**src/rtl/insn_mut_pkg.sv**
```systemverilog
package insn_mut_pkg;

  localparam int unsigned XLEN   = 32;
  localparam int unsigned N_OPC  = 11;
  localparam int unsigned N_CSR  = 8;

  localparam logic [6:0] OPC_LUI    = 7'b0110111;
  localparam logic [6:0] OPC_AUIPC  = 7'b0010111;
  localparam logic [6:0] OPC_JAL    = 7'b1101111;
  localparam logic [6:0] OPC_JALR   = 7'b1100111;
  localparam logic [6:0] OPC_BRANCH = 7'b1100011;
  localparam logic [6:0] OPC_LOAD   = 7'b0000011;
  localparam logic [6:0] OPC_STORE  = 7'b0100011;
  localparam logic [6:0] OPC_OPIMM  = 7'b0010011;
  localparam logic [6:0] OPC_OP     = 7'b0110011;
  localparam logic [6:0] OPC_FENCE  = 7'b0001111;
  localparam logic [6:0] OPC_SYSTEM = 7'b1110011;

  typedef enum logic [2:0] {
    LAY_R, LAY_I, LAY_S, LAY_B, LAY_U, LAY_J, LAY_NONE
  } layout_e;

  typedef enum logic [2:0] {
    RW_IMM_A, RW_IMM_B, RW_RD_ZERO, RW_RD_RS1,
    RW_RD_RS2, RW_RD_BOTH, RW_RS1_RS2, RW_IMM_C
  } rewrite_e;

  function automatic logic [6:0] opc_at(logic [3:0] slot);
    case (slot)
      4'd0:    return OPC_LUI;
      4'd1:    return OPC_AUIPC;
      4'd2:    return OPC_JAL;
      4'd3:    return OPC_JALR;
      4'd4:    return OPC_BRANCH;
      4'd5:    return OPC_LOAD;
      4'd6:    return OPC_STORE;
      4'd7:    return OPC_OPIMM;
      4'd8:    return OPC_OP;
      4'd9:    return OPC_FENCE;
      default: return OPC_SYSTEM;
    endcase
  endfunction

  function automatic layout_e layout_of(logic [6:0] op);
    case (op)
      OPC_LUI, OPC_AUIPC:                        return LAY_U;
      OPC_JAL:                                   return LAY_J;
      OPC_JALR, OPC_LOAD, OPC_OPIMM,
      OPC_FENCE, OPC_SYSTEM:                     return LAY_I;
      OPC_BRANCH:                                return LAY_B;
      OPC_STORE:                                 return LAY_S;
      OPC_OP:                                    return LAY_R;
      default:                                   return LAY_NONE;
    endcase
  endfunction

  function automatic logic [11:0] csr_at(logic [2:0] k);
    case (k)
      3'd0:    return 12'h300;
      3'd1:    return 12'h301;
      3'd2:    return 12'h304;
      3'd3:    return 12'h305;
      3'd4:    return 12'h340;
      3'd5:    return 12'h341;
      3'd6:    return 12'h342;
      default: return 12'h343;
    endcase
  endfunction

  // Encoded immediate field width per layout (B and J hold offset/2).
  function automatic int unsigned imm_width(layout_e lay);
    case (lay)
      LAY_U, LAY_J: return 20;
      default:      return 12;
    endcase
  endfunction

  // Selector 0..4: MIN, -1, 0, 1, MAX of a signed field of width w.
  function automatic logic [19:0] special_val(logic [2:0] k, int unsigned w);
    logic [19:0] ones;
    logic [19:0] most_neg;
    ones     = (20'd1 << w) - 20'd1;
    most_neg = 20'd1 << (w - 1);
    case (k)
      3'd0:    return most_neg;
      3'd1:    return ones;
      3'd2:    return 20'd0;
      3'd3:    return 20'd1;
      default: return most_neg - 20'd1;
    endcase
  endfunction

endpackage

```
**src/rtl/insn_mut_lfsr.sv**
```systemverilog
module insn_mut_lfsr #(
  parameter int unsigned        W     = 32,
  parameter logic [W-1:0]       POLY  = 32'h8020_0003,
  parameter logic [W-1:0]       SALT  = 32'h1,
  parameter int unsigned        STEPS = 32
) (
  input  logic         clk,
  input  logic         rst,
  input  logic         load_i,
  input  logic [W-1:0] seed_i,
  input  logic         adv_i,
  output logic [W-1:0] state_o
);

  logic [W-1:0] state_q;
  logic [W-1:0] mixed;
  logic [W-1:0] start;

  // Galois right-shift; POLY has its top bit set, so nonzero stays nonzero.
  function automatic logic [W-1:0] walk(logic [W-1:0] s);
    logic [W-1:0] t;
    t = s;
    for (int k = 0; k < int'(STEPS); k++) begin
      t = t[0] ? ((t >> 1) ^ POLY) : (t >> 1);
    end
    return t;
  endfunction

  assign mixed = seed_i ^ SALT;
  assign start = (mixed == '0) ? SALT : mixed;

  always_ff @(posedge clk) begin
    if (rst)         state_q <= SALT;
    else if (load_i) state_q <= start;
    else if (adv_i)  state_q <= walk(state_q);
  end

  assign state_o = state_q;

endmodule

```
**src/rtl/insn_opc_inject.sv**
```systemverilog
module insn_opc_inject
  import insn_mut_pkg::*;
#(
  parameter int unsigned DICE_W = 16,
  parameter int unsigned THRESH = 64225
) (
  input  logic [XLEN-1:0]   raw_i,
  input  logic [DICE_W-1:0] dice_i,
  input  logic [7:0]        pick_i,
  output logic [XLEN-1:0]   word_o
);

  logic [3:0] slot;
  assign slot = 4'(pick_i % 8'(N_OPC));

  always_comb begin
    word_o = raw_i;
    if (dice_i < DICE_W'(THRESH)) word_o[6:0] = opc_at(slot);
  end

endmodule

```
**src/rtl/insn_field_mutate.sv**
```systemverilog
module insn_field_mutate
  import insn_mut_pkg::*;
#(
  parameter int unsigned DICE_W = 16,
  parameter int unsigned THRESH = 13107
) (
  input  logic [XLEN-1:0]   word_i,
  input  logic [DICE_W-1:0] dice_i,
  input  logic [2:0]        rule_i,
  input  logic [2:0]        spec_i,
  input  logic [2:0]        csr_i,
  output logic [XLEN-1:0]   word_o
);

  layout_e     lay;
  rewrite_e    rule;
  logic        has_rd, has_rs1, has_rs2, is_sys, imm_rule;
  logic [2:0]  spec_k;
  logic [19:0] fval;

  assign lay      = layout_of(word_i[6:0]);
  assign rule     = rewrite_e'(rule_i);
  assign is_sys   = (word_i[6:0] == OPC_SYSTEM);
  assign has_rd   = lay inside {LAY_R, LAY_I, LAY_U, LAY_J};
  assign has_rs1  = lay inside {LAY_R, LAY_I, LAY_S, LAY_B};
  assign has_rs2  = lay inside {LAY_R, LAY_S, LAY_B};
  assign imm_rule = rule inside {RW_IMM_A, RW_IMM_B, RW_IMM_C};
  assign spec_k   = (spec_i >= 3'd5) ? spec_i - 3'd5 : spec_i;
  assign fval     = special_val(spec_k, imm_width(lay));

  always_comb begin
    word_o = word_i;
    if (dice_i < DICE_W'(THRESH)) begin
      if (imm_rule) begin
        if (is_sys) begin
          word_o[31:20] = csr_at(csr_i);
        end else begin
          case (lay)
            LAY_I: word_o[31:20] = fval[11:0];
            LAY_S: begin
              word_o[31:25] = fval[11:5];
              word_o[11:7]  = fval[4:0];
            end
            LAY_B: begin
              word_o[31]    = fval[11];
              word_o[7]     = fval[10];
              word_o[30:25] = fval[9:4];
              word_o[11:8]  = fval[3:0];
            end
            LAY_U: word_o[31:12] = fval;
            LAY_J: begin
              word_o[31]    = fval[19];
              word_o[19:12] = fval[18:11];
              word_o[20]    = fval[10];
              word_o[30:21] = fval[9:0];
            end
            default: ;
          endcase
        end
      end else begin
        case (rule)
          RW_RD_ZERO: if (has_rd)            word_o[11:7] = 5'd0;
          RW_RD_RS1:  if (has_rd && has_rs1) word_o[11:7] = word_i[19:15];
          RW_RD_RS2:  if (has_rd && has_rs2) word_o[11:7] = word_i[24:20];
          RW_RD_BOTH: if (has_rd && has_rs2) begin
            word_o[11:7]  = word_i[19:15];
            word_o[24:20] = word_i[19:15];
          end
          RW_RS1_RS2: if (has_rs2)           word_o[19:15] = word_i[24:20];
          default: ;
        endcase
      end
    end
  end

endmodule

```
**src/rtl/insn_mutator.sv**
```systemverilog
module insn_mutator
  import insn_mut_pkg::*;
#(
  parameter int unsigned INJECT_THRESH = 64225,
  parameter int unsigned MUTATE_THRESH = 13107,
  parameter int unsigned LFSR_STEPS    = 32
) (
  input  logic            clk,
  input  logic            rst,
  input  logic            req_i,
  input  logic            seed_ld_i,
  input  logic [XLEN-1:0] seed_i,
  output logic            valid_o,
  output logic [XLEN-1:0] insn_o
);

  localparam int unsigned N_LANES = 3;
  localparam int unsigned DICE_W  = 16;
  localparam logic [XLEN-1:0] POLY_TAB [N_LANES] =
    '{32'h8020_0003, 32'hA300_0000, 32'hD000_0001};
  localparam logic [XLEN-1:0] SALT_TAB [N_LANES] =
    '{32'h6D2B_79F5, 32'h1F83_D9AB, 32'h5BE0_CD19};

  logic            accept;
  logic [XLEN-1:0] lane [N_LANES];
  logic [XLEN-1:0] injected, mutated;
  logic [7:0]      pick;
  logic [2:0]      rule, spec, csr;

  assign accept = req_i && !seed_ld_i;

  for (genvar g = 0; g < N_LANES; g++) begin : g_lane
    insn_mut_lfsr #(
      .W(XLEN), .POLY(POLY_TAB[g]), .SALT(SALT_TAB[g]), .STEPS(LFSR_STEPS)
    ) u_lfsr (
      .clk(clk), .rst(rst), .load_i(seed_ld_i), .seed_i(seed_i),
      .adv_i(accept), .state_o(lane[g])
    );
  end

  // Lane 0: raw word; lane 1: inject dice and opcode pick; lane 2: rewrite.
  assign pick = lane[1][23:16] ^ lane[1][31:24];
  assign rule = lane[2][18:16] ^ {2'b00, lane[2][31]};
  assign spec = lane[2][21:19] ^ lane[2][30:28];
  assign csr  = lane[2][24:22] ^ lane[2][27:25];

  insn_opc_inject #(.DICE_W(DICE_W), .THRESH(INJECT_THRESH)) u_inject (
    .raw_i(lane[0]), .dice_i(lane[1][DICE_W-1:0]), .pick_i(pick),
    .word_o(injected)
  );

  insn_field_mutate #(.DICE_W(DICE_W), .THRESH(MUTATE_THRESH)) u_mutate (
    .word_i(injected), .dice_i(lane[2][DICE_W-1:0]), .rule_i(rule),
    .spec_i(spec), .csr_i(csr), .word_o(mutated)
  );

  always_ff @(posedge clk) begin
    if (rst) begin
      valid_o <= 1'b0;
      insn_o  <= '0;
    end else begin
      valid_o <= accept;
      if (accept) insn_o <= mutated;
    end
  end

endmodule

```
**config.mk**
```make
export PLATFORM = sky130hd
export DESIGN_NAME = insn_mutator
export DESIGN_NICKNAME = d
export VERILOG_FILES = /design/src/rtl/insn_mut_pkg.sv /design/src/rtl/insn_mut_lfsr.sv /design/src/rtl/insn_opc_inject.sv /design/src/rtl/insn_field_mutate.sv /design/src/rtl/insn_mutator.sv
export SDC_FILE = /design/constraint.sdc
export NUM_CORES = 1
export LEC_CHECK = 0
export BUFFER_PORTS_ARGS = -buffer_cell sky130_fd_sc_hd__buf_2
export CAP_MARGIN = 30
export CORE_ASPECT_RATIO = 0.75
export CORE_MARGIN = 2
export CORE_UTILIZATION = 25
export CTS_BUF_LIST = sky130_fd_sc_hd__clkbuf_4 sky130_fd_sc_hd__clkbuf_8
export DETAILED_ROUTE_END_ITERATION = 12
export GPL_TIMING_DRIVEN = 0
export PLACE_DENSITY = 0.42
export SLEW_MARGIN = 15
export SYNTH_ARGS = -nofsm -noshare
export SYNTH_HDL_FRONTEND = slang
export SYNTH_SLANG_ARGS = --single-unit
```
**constraint.sdc**
```tcl
create_clock -name clk -period 13.9 [get_ports clk]
set_input_delay 2.78 -clock clk [delete_from_list [all_inputs] [get_ports clk]]
set_output_delay 2.78 -clock clk [all_outputs]
set_load 0.01 [all_outputs]
```
==> results.json <==
{
  "status": "complete, no violations",
  "io_buffer_count": 67,
  "critPathKind": "flop to flop",
  "period_share_pct": 71.2,
  "endpoint_kind": "flop",
  "syn_nets": 1439,
  "avgSynthCellArea_um2": 7.87,
  "seq_area_frac_synth_pct": 23.5,
  "drt_iter0_drc": 1257,
  "cts.clk_slew.worst_paths_ns": 0.08,
  "synth_flop_cell": "dfxtp_1",
  "grt_pass1_wl_mm": 70.4,
  "layout.nets": 1529,
  "die_x_um": 246,
  "insertion_delay_ns": 0.51,
  "layout_common_cells": "xnor2_1 (205), nand2_1 (137), dfxtp_1 (129)",
  "yosysWarnings": 0,
  "ant_nets": 0,
  "finalWorstSetupSlack_ns": 4.00,
  "core_area_mm2": 0.0434,
  "cts_tree": "done",
  "critical-path-slowest-cell": "a21oi_1",
  "rr_worst_depth": 36,
  "syn_to_final_growth_pct": 13.1,
  "synth_area_mm2": 0.0110,
  "route.detailed.drc": 0,
  "worstPathMaxFanout": 10,
  "rsz0062_at_grt": "no",
  "antennaDiodeCount": 0,
  "cts_max_level": 4,
  "crit_required_ns": 14.25,
  "numCtsBuffers": 17,
  "hold_path_depth": 2,
  "initial_utilization_pct": 25.3,
  "drive_above_1_share_pct": 11.7,
  "post_cts_resized": 0,
  "gp_congestion": 0.934,
  "hold_buffers": 0,
  "maxCapViolCount": 0,
  "drv_slew": 0,
  "grt_max_degree": 17,
  "io_pins": 69,
  "ys_ff_latch": 129,
  "ys_types": 101,
  "root_buffer": "clkbuf_8",
  "async_reset_ff_share_pct": 0,
  "max-clock-path-buffers": 2,
  "post-cts-setup-buffer-count": 0,
  "dr_total_vias": 11100,
  "grt_pass1_vias": 10400,
  "arrival_ns": 10.25,
  "wl_per_cell_um": 23.1,
  "finalWirelength_mm": 47.9,
  "tns_ns": 0,
  "first_pass_iters": 5,
  "antenna_found_initial": 1,
  "final_common_cell": "xnor2_1",
  "rrSetupSlack_ns": 4.00,
  "hold_class": "flop to flop",
  "post-place-ws_ns": 4.09,
  "track_usage_pct": 21.1,
  "hold_viol_final": 0,
  "synth-edff-count": 0,
  "rows": 66,
  "clock-sinks": 129,
  "vias_per_cell": 5.35,
  "dp_hpwl_mm": 37.4,
  "final-setup-viol-count": 0,
  "die_h_um": 186,
  "tightestPinTransition_ns": 1.05,
  "min_period_ns": 9.90,
  "timing.fmax_mhz": 101,
  "overflow": 0,
  "skew_ns": 0.0165,
  "max_slew_margin_pct": 29.9,
  "critPathMaxStageDelay_ns": 0.65,
  "startpoint_type": "flop",
  "synth_cells": 1396,
  "dieArea_mm2": 0.0456
}
logic make-up (layout without fill, tap and decap cells):
| group | count (synthesis) | count (layout) | synth area share, % |
|---|---|---|---|
| DFF | 129 | 129 | 23.5 |
| and+or+nand+nor | 403 | 403 | 17.3 |
| xor gates and xnor gates | 305 | 305 | 25.5 |
| AOI/OAI and AO/OA | 390 | 390 | 24.9 |
| muxes | 30 | 30 | 3.08 |
| adders and majority gates | 9 | 9 | 0.980 |
| buffers and inverters | 130 | 232 | 4.66 |
metal layers:
metal  global-route usage, %  vias up  routed length (um)
met4                    3.59        0                 538
met5                       0        -                   0
li1                        -     5119                   -
met2                    28.5      471               18500
met1                    32.7     5468               24500
met3                    5.67       41                4300
synth_stat cells, types with 5 or more instances:
cell / n / area share (%)
inv_1: 18 / 0.62
or2_2: 8 / 0.46
a31oi_1: 11 / 0.63
o31ai_1: 6 / 0.41
a22oi_1: 9 / 0.62
nor2_1: 118 / 4.0
xor2_1: 87 / 6.9
o21a_1: 10 / 0.68
nand3_1: 27 / 1.2
a211o_1: 17 / 1.4
buf_2: 10 / 0.46
nand2b_1: 21 / 1.2
xnor2_1: 205 / 16
buf_1: 13 / 0.44
o21ai_0: 65 / 3.0
o22ai_1: 18 / 1.0
nor3_1: 20 / 0.91
nor4b_1: 6 / 0.48
mux2i_1: 16 / 1.5
and3_1: 9 / 0.51
nand4_1: 6 / 0.34
o211ai_1: 15 / 1.0
dfxtp_1: 129 / 24
a21oi_1: 88 / 4.0
xnor2_2: 7 / 1.0
clkbuf_1: 85 / 2.9
mux2_2: 9 / 0.92
o221ai_1: 5 / 0.40
nor2b_1: 7 / 0.40
a211oi_1: 35 / 2.4
o21ai_1: 8 / 0.36
o21bai_1: 7 / 0.48
nand2_1: 137 / 4.7
a21boi_0: 6 / 0.41
a21o_1: 8 / 0.55
a221oi_1: 19 / 1.5
nor4_1: 9 / 0.51
ha_1: 7 / 0.80
and2_1: 12 / 0.68
worst paths after layout:
kind                                                           startpoint                      to
worst min register to register                     insn_o[0]$_SDFFE_PP0P_  insn_o[0]$_SDFFE_PP0P_
worst max-delay path            g_lane[1].u_lfsr.state_o[21]$_SDFFE_PP0P_  insn_o[7]$_SDFFE_PP0P_
worst max register to register  g_lane[1].u_lfsr.state_o[21]$_SDFFE_PP0P_  insn_o[7]$_SDFFE_PP0P_
worst min-delay path                               insn_o[0]$_SDFFE_PP0P_  insn_o[0]$_SDFFE_PP0P_
layout make-up:
| type | count | area (um^2) |
|---|---|---|
| clock buffer | 24 | 305 |
| timing repair buffer | 71 | 369 |
| sequential | 129 | 2580 |
| multi-input combinational | 1137 | 7890 |
| buffer | 110 | 437 |
| clock inverter | 7 | 35.0 |
| fill | 4796 | 30900 |
| tap | 578 | 723 |
| inverter | 20 | 75.1 |
critical path, delay by kind of cell, from the launching register on:
kind | cells | cell delay, ns
AOI/OAI and AO/OA | 16 | 4.18
and+or+nand+nor | 9 | 2.23
buffers and inverters | 5 | 1.19
adders and majority gates | 3 | 0.83
muxes | 2 | 0.55
xor gates and xnor gates | 1 | 0.43
DFF | 1 | 0.31
registers in the layout (all words and copies together) (netlist names):
| signal | flops |
|---|---|
| insn_o | 32 |
| g_lane.u_lfsr.state_o | 96 |
| valid_o | 1 |
stage by stage:
| stage | hold slack (ns) | instances | area, um^2 | utilization [%] |
|---|---|---|---|---|
| finish | 0.451 | 2076 | 12400 | 28.6 |
| global route | 0.492 | 2076 | 12400 | 28.6 |
| CTS | 0.456 | 2075 | 12400 | 28.6 |
| floorplan | 0.465 | 1396 | 11000 | - |
| detailed placement | 0.444 | 2044 | 12100 | 27.8 |
| global placement | 0.443 | 2041 | 12000 | 27.8 |
Power is left out: the tool's default activity adds up to more than one toggle a clock period on the data nets, which glitch-free logic cannot reach.
